===== src/rtl/cyclock_pkg.sv =====
// Shared definitions for the cycle-locked timer.
// Assumes a 64-bit register word and byte-granular strobes.
package cyclock_pkg;

    localparam int WORD_W = 64;
    localparam int BE_W   = WORD_W / 8;

    // Which register a bus address selects.
    typedef enum logic [1:0] {
        SEL_NONE = 2'd0,
        SEL_TIME = 2'd1,
        SEL_CMP  = 2'd2
    } reg_sel_e;

    // Replace the strobed bytes of a word with new data.
    function automatic logic [WORD_W-1:0] byte_merge(
        input logic [WORD_W-1:0] old_w,
        input logic [WORD_W-1:0] new_w,
        input logic [BE_W-1:0]   be
    );
        logic [WORD_W-1:0] res;
        res = old_w;
        for (int i = 0; i < BE_W; i++) begin
            if (be[i]) res[8*i +: 8] = new_w[8*i +: 8];
        end
        return res;
    endfunction

endpackage


===== src/rtl/cyclock_prescaler.sv =====
// Divides the core clock by DIV and emits a one-cycle tick on the wrap cycle.
// Assumes DIV >= 2. Software writes never touch this counter.
module cyclock_prescaler #(
    parameter int DIV = 100
) (
    input  logic clk,
    input  logic rst_n,
    output logic tick
);
    localparam int PRE_W = $clog2(DIV);
    localparam logic [PRE_W-1:0] LAST = PRE_W'(DIV - 1);

    logic [PRE_W-1:0] pre_q;

    // Tick marks the cycle whose edge wraps the counter.
    assign tick = (pre_q == LAST);

    // Count 0..DIV-1 and restart at 0.
    always_ff @(posedge clk) begin
        if (!rst_n)    pre_q <= '0;
        else if (tick) pre_q <= '0;
        else           pre_q <= pre_q + 1'b1;
    end

    AST_PRE_RANGE: assert property (@(posedge clk) disable iff (!rst_n)
        pre_q <= LAST);
    AST_TICK_WRAP: assert property (@(posedge clk) disable iff (!rst_n)
        tick |=> (pre_q == '0));

endmodule


===== src/rtl/cyclock_decode.sv =====
// Maps a full bus address onto a register selector.
// Assumes aligned 64-bit accesses. The addresses are matched exactly.
module cyclock_decode
    import cyclock_pkg::*;
#(
    parameter int                ADDR_W    = 32,
    parameter logic [ADDR_W-1:0] TIME_ADDR = 32'h0200_bff8,
    parameter logic [ADDR_W-1:0] CMP_ADDR  = 32'h0200_4000
) (
    input  logic [ADDR_W-1:0] addr,
    output reg_sel_e          sel
);
    // Exact match against the two register addresses.
    always_comb begin
        if (addr == TIME_ADDR)     sel = SEL_TIME;
        else if (addr == CMP_ADDR) sel = SEL_CMP;
        else                       sel = SEL_NONE;
    end

endmodule


===== src/rtl/cyclock_wordreg.sv =====
// A 64-bit register with byte-strobed writes and an optional increment.
// A write wins over an increment on the same edge. COUNTING=0 ties off the increment.
module cyclock_wordreg
    import cyclock_pkg::*;
#(
    parameter logic [WORD_W-1:0] RST_VAL  = '0,
    parameter bit                COUNTING = 1'b1
) (
    input  logic              clk,
    input  logic              rst_n,
    input  logic              wr_en,
    input  logic [WORD_W-1:0] wr_data,
    input  logic [BE_W-1:0]   wr_be,
    input  logic              inc,
    output logic [WORD_W-1:0] q
);
    logic inc_eff;
    logic live_q;

    // Pick the increment variant from the parameter.
    generate
        if (COUNTING) begin : g_count
            assign inc_eff = inc;
        end else begin : g_hold
            assign inc_eff = 1'b0;
        end
    endgenerate

    // Apply a write first, otherwise step, otherwise hold.
    always_ff @(posedge clk) begin
        if (!rst_n)       q <= RST_VAL;
        else if (wr_en)   q <= byte_merge(q, wr_data, wr_be);
        else if (inc_eff) q <= q + 1'b1;
    end

    // Marks that the previous edge was outside reset.
    always_ff @(posedge clk) begin
        live_q <= rst_n;
    end

    AST_WORD_STEP: assert property (@(posedge clk) disable iff (!rst_n)
        (live_q && !$past(wr_en) && $past(inc_eff)) |-> (q == $past(q) + 1'b1));
    AST_WORD_HOLD: assert property (@(posedge clk) disable iff (!rst_n)
        (live_q && !$past(wr_en) && !$past(inc_eff)) |-> $stable(q));
    AST_WORD_FULLWR: assert property (@(posedge clk) disable iff (!rst_n)
        (live_q && $past(wr_en) && ($past(wr_be) == '1)) |-> (q == $past(wr_data)));

endmodule


===== src/rtl/cyclock_timer.sv =====
// Cycle-locked machine timer: cycle counter, time register advanced every DIV
// cycles, compare register and an equality interrupt.
// Assumes one hart, aligned 64-bit accesses and no bus error responses.
module cyclock_timer
    import cyclock_pkg::*;
#(
    parameter int                ADDR_W    = 32,
    parameter int                DIV       = 100,
    parameter logic [ADDR_W-1:0] TIME_ADDR = 32'h0200_bff8,
    parameter logic [ADDR_W-1:0] CMP_ADDR  = 32'h0200_4000
) (
    input  logic              clk,
    input  logic              rst_n,
    input  logic [ADDR_W-1:0] bus_addr,
    input  logic              bus_we,
    input  logic [WORD_W-1:0] bus_wdata,
    input  logic [BE_W-1:0]   bus_be,
    output logic [WORD_W-1:0] bus_rdata,
    output logic [WORD_W-1:0] cycle_count,
    output logic              irq_pending
);
    reg_sel_e          sel;
    logic              tick;
    logic              time_wr;
    logic              cmp_wr;
    logic [WORD_W-1:0] time_q;
    logic [WORD_W-1:0] cmp_q;
    logic              live_q;

    cyclock_decode #(
        .ADDR_W   (ADDR_W),
        .TIME_ADDR(TIME_ADDR),
        .CMP_ADDR (CMP_ADDR)
    ) u_dec (
        .addr(bus_addr),
        .sel (sel)
    );

    cyclock_prescaler #(.DIV(DIV)) u_pre (
        .clk  (clk),
        .rst_n(rst_n),
        .tick (tick)
    );

    // Route the write strobe to the addressed register only.
    assign time_wr = bus_we && (sel == SEL_TIME);
    assign cmp_wr  = bus_we && (sel == SEL_CMP);

    cyclock_wordreg #(.RST_VAL('0), .COUNTING(1'b1)) u_cycle (
        .clk    (clk),
        .rst_n  (rst_n),
        .wr_en  (1'b0),
        .wr_data('0),
        .wr_be  ('0),
        .inc    (1'b1),
        .q      (cycle_count)
    );

    cyclock_wordreg #(.RST_VAL('0), .COUNTING(1'b1)) u_time (
        .clk    (clk),
        .rst_n  (rst_n),
        .wr_en  (time_wr),
        .wr_data(bus_wdata),
        .wr_be  (bus_be),
        .inc    (tick),
        .q      (time_q)
    );

    cyclock_wordreg #(.RST_VAL('1), .COUNTING(1'b0)) u_cmp (
        .clk    (clk),
        .rst_n  (rst_n),
        .wr_en  (cmp_wr),
        .wr_data(bus_wdata),
        .wr_be  (bus_be),
        .inc    (1'b0),
        .q      (cmp_q)
    );

    // Interrupt is a level: equality of the stored time and compare.
    assign irq_pending = (time_q == cmp_q);

    // Read multiplexer; unmapped addresses read zero.
    always_comb begin
        case (sel)
            SEL_TIME: bus_rdata = time_q;
            SEL_CMP:  bus_rdata = cmp_q;
            default:  bus_rdata = '0;
        endcase
    end

    // Marks that the previous edge was outside reset.
    always_ff @(posedge clk) begin
        live_q <= rst_n;
    end

    AST_CYCLE_STEP: assert property (@(posedge clk) disable iff (!rst_n)
        live_q |-> (cycle_count == $past(cycle_count) + 1'b1));
    AST_UNMAPPED_ZERO: assert property (@(posedge clk) disable iff (!rst_n)
        ((bus_addr != TIME_ADDR) && (bus_addr != CMP_ADDR)) |-> (bus_rdata == '0));
    AST_CMP_GUARD: assert property (@(posedge clk) disable iff (!rst_n)
        (live_q && !$past(bus_we && (bus_addr == CMP_ADDR))) |-> $stable(cmp_q));
    AST_TIME_PHASE: assert property (@(posedge clk) disable iff (!rst_n)
        (live_q && !$past(time_wr) && !$past(tick)) |-> $stable(time_q));

endmodule


===== config.mk =====
export PLATFORM = sky130hd
export DESIGN_NAME = cyclock_timer
export DESIGN_NICKNAME = d
export VERILOG_FILES = /design/src/rtl/cyclock_pkg.sv /design/src/rtl/cyclock_prescaler.sv /design/src/rtl/cyclock_decode.sv /design/src/rtl/cyclock_wordreg.sv /design/src/rtl/cyclock_timer.sv
export SDC_FILE = /design/constraint.sdc
export NUM_CORES = 1
export LEC_CHECK = 0
export ABC_AREA = 1
export BUFFER_PORTS_ARGS = -buffer_cell sky130_fd_sc_hd__clkbuf_2
export CAP_MARGIN = 40
export CORE_ASPECT_RATIO = 1.5
export CORE_MARGIN = 2
export CORE_UTILIZATION = 55
export DETAILED_ROUTE_END_ITERATION = 12
export PLACE_DENSITY = 0.78
export SLEW_MARGIN = 20
export SYNTH_ARGS = -nofsm -noshare
export SYNTH_HDL_FRONTEND = slang
export SYNTH_HIERARCHICAL = 1
export SYNTH_SLANG_ARGS = --single-unit

===== constraint.sdc =====
create_clock -name clk -period 3.85 [get_ports clk]
set_input_delay 0.77 -clock clk [delete_from_list [all_inputs] [get_ports clk]]
set_output_delay 0.77 -clock clk [all_outputs]
set_load 0.05 [all_outputs]

Word level (Yosys, flattened, before mapping)
Cells that the tools add are included.
{"block": "totals", "elab_cells": 69, "inputBits": 107, "ff_bits": 199, "output_inout_bits": 129}
{"block": "op_classes", "eq_ne": 14, "mux": 13, "reduce_logical": 20, "add_sub_neg": 3, "n_bitwise": 1}
{"cell": "$add A64 B1 Y64 const B", "count": 2}
{"cell": "$mux W64", "count": 2}
{"cell": "$pmux W64 S2", "count": 1}
{"cell": "$eq A32 B26 Y1 const B", "count": 2}
{"cell": "$eq A64 B64 Y1", "count": 1}
{"cell": "$mux W8", "count": 8}
{"cell": "$reduce_and A2 Y1", "count": 16}
{"cell": "$ne A2 B2 Y1 const B", "count": 8}
{"cell": "$add A7 B1 Y7 const B", "count": 1}
{"cell": "$eq A7 B7 Y1 const B", "count": 1}
{"cell": "$mux W2", "count": 2}
{"cell": "$eq A2 B1 Y1 const B", "count": 1}
{"cell": "$eq A2 B2 Y1 const B", "count": 1}
{"cell": "$logic_and A1 B1 Y1", "count": 2}
{"cell": "$reduce_bool A2 Y1", "count": 1}
{"cell": "$reduce_or A2 Y1", "count": 1}
{"cell": "$not A1 Y1", "count": 1}

Logic depth before layout (Yosys ltp)
Gate-level depths: netlist (run 1).
{"block": "depth", "word_depth": 7, "mapped_depth": 22, "mapped_depth_nobuf": 19}

By module
The synthesis (run 1) kept the hierarchy.
{"mod": "cyclock_wordreg at u_cycle ...", "instances": 2, "seq_area_each_um2": 1281.2, "area_per_inst_um2": 4988.5, "cells_per_inst": 897}
{"mod": "cyclock_wordreg at u_cmp", "instances": 1, "seq_area_each_um2": 1281.2, "area_per_inst_um2": 2361.0, "cells_per_inst": 287}
{"mod": "cyclock_timer", "instances": 1, "seq_area_each_um2": 0.0, "area_per_inst_um2": 1851.8, "cells_per_inst": 390}
{"mod": "cyclock_prescaler", "instances": 1, "seq_area_each_um2": 140.1, "area_per_inst_um2": 362.8, "cells_per_inst": 50}
{"mod": "cyclock_decode", "instances": 1, "seq_area_each_um2": 0.0, "area_per_inst_um2": 192.7, "cells_per_inst": 50}

Worst setup path after synthesis (run 1)
Ideal clock, no wire load.
{"block": "synth_path", "kind": "in2out", "from": "input port bus_addr[23]", "to": "output port bus_rdata[11]", "n_path_buf": 2, "cell_stages": 10, "slack_ns": 0.439, "required_ns": 3.080, "arrival_time_ns": 2.641, "path_cell_list": "nor2_1 -> nand2_1 -> nor2_1 -> nand2_1 -> nor2_1 -> inv_1 -> ha_1 -> buf_2 -> clkbuf_1 -> a21oi_1"}
{"block": "synth_via", "elab_cells_between_ends": 7, "cone_classes": "eq/ne (4); mux (3)"}
{"item": "start, declared", "line_no": "cyclock_timer.sv:14", "text": "input logic [ADDR_W-1:0] bus_addr,"}
{"item": "$eq A32 B26 Y1 (*)", "line_no": "cyclock_decode.sv:15", "text": "if (addr == TIME_ADDR) sel = SEL_TIME;"}
{"item": "$mux W2 (*)", "line_no": "cyclock_decode.sv:15"}
{"item": "net sel[0]", "line_no": "cyclock_timer.sv:22", "text": "reg_sel_e sel;"}
{"item": "$eq A2 B2 Y1 / $eq A2 B1 Y1 (equally long branches)", "line_no": "cyclock_timer.sv:84", "text": "case (sel)"}
{"item": "$pmux W64 S2 (*)", "line_no": "cyclock_timer.sv:84"}
{"item": "end, declared", "line_no": "cyclock_timer.sv:18", "text": "output logic [WORD_W-1:0] bus_rdata,"}
Mark *: on every way through the listed nets, which the timed path passes. The rest lies on a longest branch.

Final worst setup path (run 1)
{"block": "layout_path", "from": "input port bus_addr[25]", "to": "output port bus_rdata[47]"}
Same word-level chain as after synthesis.

==> results of run 1 <==
sequential cells by signal, summed over array words and instances (netlist names):
name         cells
u_pre/pre_q      7
u_cycle/q       64
u_cmp/q         64
u_time/q        64
final timing paths:
check / from / end / cells after the start
worst min-delay path: u_pre/pre_q[0]$_SDFF_PP0_ / u_pre/pre_q[0]$_SDFF_PP0_ / 1
worst max-delay path: bus_addr[25] / bus_rdata[47] / 12
worst min register to register: u_pre/pre_q[0]$_SDFF_PP0_ / u_pre/pre_q[0]$_SDFF_PP0_ / 1
worst max register to register: u_pre/pre_q[0]$_SDFF_PP0_ / u_time/q[16]$_SDFFE_PN0P_ / 11
cell type report:
class                      count  area [um2]  area share, %
sequential                   199        3980           23.6
inverter                     161         614           3.64
clock inverter                13         144          0.851
multi-input combinational   2185        9940           58.8
tap                          337         422           2.49
timing repair buffer         249        1350           7.97
clock buffer                  19         443           2.62
antenna                        2        5.00         0.0296
placed cells by master (no fill, tap or decap), types with 4 or more instances in the layout:
cell       Yosys  routed
nand2_1      830     830
nor2_1       480     480
nand3_1      241     241
clkbuf_2       0     234
a21oi_1      202     202
dfxtp_1      199     199
inv_1        155     154
o21ai_0      109     109
conb_1         2      74
xnor2_1       54      54
or2_2         24      24
nand4_1       23      23
clkbuf_16      0      17
nand2_2       17      17
nor2_2        16      16
a21oi_2       15      15
a211oi_1      14      14
a31oi_1       12      12
o22ai_1       12      12
nand2_4       11      11
buf_4         12      10
nor2_4         8       8
xor2_1         6       6
buf_12         0       5
nand3b_1       5       5
inv_6          0       4
inv_4          4       4
nor3_1         4       4
o32ai_1        4       4
a221oi_1       4       4
o211ai_1       4       4
ha_1           6       4
power groups by stage:
stage | clock network [uW] | registers, uW | logic [uW]
2_1_floorplan | 0 | 2360 | 268
3_3_place_gp | 0 | 2230 | 559
3_5_place_dp | 0 | 2230 | 568
4_1_cts | 1880 | 2180 | 570
5_1_grt | 1950 | 2190 | 654
6_report | 1860 | 2180 | 605
routing by layer:
metal / global-route usage [%] / up-vias
met5: 0 / -
met4: 24.9 / 0
met3: 5.94 / 197
met2: 68.6 / 701
met1: 36.5 / 7978
li1: - / 8699
stage by stage:
step	hold WS (ns)	setup slack [ns]
finish	0.476	0.422
detailed placement	0.464	0.415
CTS	0.481	0.416
global route	0.517	0.196
global placement	0.447	0.472
floorplan	0.433	0.439
worst max-delay path, cell delays in order:
cell      delay (ns)
clkbuf_2        0.08
inv_1           0.03
nor2_1          0.09
nand2_1         0.05
nor2_1          0.08
nand2_1         0.10
nor2_1          0.17
inv_1           0.06
ha_2            0.57
buf_12          0.26
a21oi_1         0.07
clkbuf_2        0.24
logic make-up after synthesis:
kind of cell             share of synthesized area [%]
AND/OR/NAND/NOR                                   47.2
AO/OA/AOI/OAI                                     14.2
buffers and inverters                             7.42
flip-flops                                        27.0
XOR/XNOR                                          3.56
adder cells (fa/ha/maj)                          0.509
other                                           0.0509
==> metrics.md, run 1 <==
| Metric | Value |
|---|---|
| Status | finished clean |
| Arrival time at the worst endpoint | 2.66 ns |
| CP Class | in2out |
| RSZ-0062 raised after global routing | false |
| Die ar. | 28200 um2 |
| CTS clk-pin slew, worst paths | 0.07 ns |
| CTS H-tree lvls | 4 |
| Final Wtd Congestion | 0.997 |
| Slew Viols, Final | 0 |
| Uppermost routed layer | met4 |
| Post-synthesis cell area | 14700 um2 |
| Routed vias | 17600 |
| Cells after synthesis | 2571 |
| Vias per Instance | 5.55 |
| Area grow syn2layout | 14.6% |
| Clock Sinks | 199 |
| Routed met1 length | 18600 um |
| Leading area contributor after synthesis | dfxtp_1 |
| Final non-filler cell area | 16900 um2 |
| Req. time, crit path | 3.08 ns |
| DRC Markers | 0 |
| Worst Hold Class | reg2reg |
| Sw frac | 29.9% |
| TritonCTS clock tree | built |
| Synth async-reset ratio | 0% |
| DPL Wire Length | 40300 um |
| Final Power | 4650 uW |
| Final core utilization | 64.0% |
| Mean Syn Cell Area | 5.74 um2 |
| Fmax | 0.292 GHz |
| Non-filler cells in the finished layout | 3165 |
| Vias in the first global route | 16400 |
| Area of placed instances | 16300 um2 |
| Clock Tree Buf Depth | 2 |
| Starting density of the core | 55.9% |
| Commonest cells post-synth | nand2_1, nor2_1, nand3_1, a21oi_1, dfxtp_1 |
| Cell variety after synth | 39 |
| Psw | 1390 uW |
| Slew @ Worst Pin | 0.782 ns |
| Width of the die | 138 um |
| Startpoint Class | input pin |
| Number of post-CTS setup repair buffers | 0 |
| Power share of the combinational group | 13.0% |
| First-pass GRT wire length | 80900 um |
| Pre-antenna DRT Iters | 8 |
| Post-synth EDFFs | 0 |
| Synth Flop Type | dfxtp_1 |
| Io pins | 236 |
| Leakage | 0.00653 uW |
| Most numerous cell in the Yosys netlist | nand2_1 |
| ANT nets after route | 0 |
| CTS resizes | 0 |
| CTS Hold Bufs | 0 |
| Largest net degree at the start of global routing | 73 |
| Power per Cell Area | 275 nW/um2 |
| Yosys top cell area share | 27.0% |
| Core area | 26400 um2 |
| Final hold violation count | 0 |
| Initial antenna violation count | 2 |
| Fillers | 2683 |
| Wire length on met2 | 27100 um |
| Setup Skew | 0.0119 ns |
| Num CTS Buffers | 17 |
| Maxcap violations | 0 |
| Top post-synthesis cells by area | dfxtp_1, nand2_1, nor2_1, nand3_1, a21oi_1 |
| Layout cells sized above 1 | 13.6% |
| Slew margin rel. | 47.8% |
| DR iter-0 viols | 1086 |
| Gr usage total | 36.8% |
| Final setup TNS | 0 ns |
| Remaining Overflow, GRT | 0 |
| Register area share after synthesis | 27.0% |
| Met3 wire length | 2910 um |
| FP Rows | 73 |
| Nets | 2926 |
| Crit path max fanout | 46 |
| FF-to-FF setup slack | 1.53 ns |
| Clk pwr share | 40.0% |
| Avg WL per Cell | 16.6 um |
| Yosys warnings | 6 |
| Routed wire length | 52500 um |
| Worst skew pair latency | 0.46 ns |
| Tmin final | 3.43 ns |
| Peak VDD IR | 0.000329 V |
| Final setup fails | 0 |
| Register share of total power | 47.0% |
| Yosys reg bits | 199 |
| Final Cycle Share | 89.0% |
| Die height | 205 um |
| CTS root buf | clkbuf_16 |
| Critical path capture point type | output port |
| Port Buffers | 235 |
| Cells after DPL | 3131 |
| Design internal power | 3260 uW |
Power figures use the tool's default switching activity.
==> run 2, diff against run 1 <==
Settings changed: RECOVER_POWER from default to 100.
==> metrics.md, run 2 (synthesis gave the netlist of run 1 again) <==
| Metric | Value |
|---|---|
| Status | complete, but fails checks |
| Failing checks | max-capacitance violations, max-slew violations |
| Avg WL per Cell | 16.6 um |
| CTS Hold Bufs | 0 |
| Core area | 26400 um2 |
| Io pins | 236 |
| Most frequent cells in the layout | nand2_1, nor2_1, nand3_1 |
| Slew margin rel. | -53.6% |
| Clock Tree Buf Depth | 2 |
| Non-filler cells in the finished layout | 3165 |
| ANT nets after route | 0 |
| Number of post-CTS setup repair buffers | 0 |
| Die height | 205 um |
| Starting density of the core | 55.9% |
| Register area | 3980 um2 |
| Largest net degree at the start of global routing | 73 |
| Final setup TNS | 0 ns |
| Width of the die | 138 um |
| Slowest-stage cell, CP | clkbuf_1 |
| DRC Markers | 0 |
| DPL Wire Length | 40300 um |
| DR iter-0 viols | 1129 |
| Remaining Overflow, GRT | 0 |
| Setup Skew | 0.0113 ns |
| Most common cell after layout, fill and taps aside | nand2_1 |
| CTS root buf | clkbuf_16 |
| Fmax | 0.287 GHz |
| Port Buffers | 235 |
| Num CTS Buffers | 17 |
| CTS H-tree lvls | 4 |
| Final non-filler cell area | 16700 um2 |
| Worst path max stage delay | 0.50 ns |
| Power share of the combinational group | 12.7% |
| Worst skew pair latency | 0.46 ns |
| RSZ-0062 raised after global routing | false |
| Final Power | 4630 uW |
| Power per Cell Area | 278 nW/um2 |
| Design internal power | 3250 uW |
| Register share of total power | 47.2% |
| Clk pwr share | 40.1% |
| Worst Hold Class | reg2reg |
| Startpoint Class | input pin |
| Crit path max fanout | 19 |
| Slew @ Worst Pin | 2.30 ns |
| Psw | 1380 uW |
| Vias in the first global route | 16400 |
| Maxcap violations | 2 |
| Final setup fails | 0 |
| First-pass GRT wire length | 80900 um |
| CP top delay family | buffers and inverters |
| Routed vias | 17500 |
| Vias per Instance | 5.52 |
| Top cell by count, worst path | nor2_1 |
| Leakage | 0.00618 uW |
| Slew Viols, Final | 60 |
| Fillers | 2748 |
| Req. time, crit path | 3.08 ns |
| Gr usage total | 36.8% |
| Nets | 2926 |
| Clock Sinks | 199 |
| Multi-input gate area | 9850 um2 |
| Worst-path cell chain | clkbuf_2 > inv_1 > nor2_1 > nand2_1 > nor2_1 > nand2_1 > nor2_1 > inv_1 > ha_2 > a21oi_1 > clkbuf_1 |
| Arrival time at the worst endpoint | 2.71 ns |
| Initial antenna violation count | 2 |
| Pre-antenna DRT Iters | 7 |
| Routed wire length | 52500 um |
| Peak VDD IR | 0.000326 V |
| TritonCTS clock tree | built |
| CP bufs+invs | 4 |
| Cells after DPL | 3131 |
| Area of placed instances | 16300 um2 |
| CTS resizes | 0 |
| Min Hold Slack | 0.473 ns |
| Area grow syn2layout | 13.0% |
| Layout cells sized above 1 | 10.2% |
| Final Wtd Congestion | 0.997 |
| CTS clk-pin slew, worst paths | 0.07 ns |
| Tmin final | 3.48 ns |
| Die ar. | 28200 um2 |
| Top flop regs | u_cmp/q x64, u_cycle/q x64, u_time/q x64 |
| CP Class | in2out |
| Sw frac | 29.9% |
| Final Cycle Share | 90.5% |
| Final hold violation count | 0 |
| Critical path capture point type | output port |
| FP Rows | 73 |
-- run 2: cell types whose count changed in the layout (fill, tap and decap cells not counted), sizes merged --
cell      change
clkbuf        +7
clkinvlp      +1
inv           -1
buf           -7
-- run 2: routing by layer --
metal	wire length [um]	global-route usage, %	up-vias
li1	-	-	8698
met1	18600	36.5	7932
met2	27100	68.6	672
met3	2920	5.94	181
met4	3820	24.9	0
met5	0	0	-
-- run 2: power groups by stage --
stage               registers [uW]  clock network [uW]  logic [uW]
global placement              2230                   0         559
detailed placement            2230                   0         568
CTS                           2180                1880         570
global route                  2190                1950         639
floorplan                     2360                   0         268
finish                        2180                1860         589
-- run 2: layout make-up --
type	count	area share (%)
Tap cell	337	2.53
Clock buffer	19	2.66
Sequential cell	199	23.9
Antenna cell	2	0.0300
Multi-Input combinational cell	2185	59.1
Inverter	161	3.66
Timing Repair Buffer	249	7.22
Clock inverter	13	0.864
-- run 2: worst paths after layout --
check                                               start                        end  slack, ns  cells past startpoint
worst min register to register  u_pre/pre_q[0]$_SDFF_PP0_  u_pre/pre_q[0]$_SDFF_PP0_       0.47                      1
worst min-delay path            u_pre/pre_q[0]$_SDFF_PP0_  u_pre/pre_q[0]$_SDFF_PP0_       0.47                      1
worst max register to register  u_pre/pre_q[0]$_SDFF_PP0_  u_time/q[16]$_SDFFE_PN0P_       1.13                     11
worst max-delay path                         bus_addr[25]              bus_rdata[48]       0.37                     11
-- run 2: through the flow --
step           utilization [%]  setup WS (ns)
4_1_cts                   64.0          0.416
2_1_floorplan                -          0.439
3_5_place_dp              61.8          0.415
5_1_grt                   63.1          0.172
3_3_place_gp              61.8          0.472
6_report                  63.1          0.367
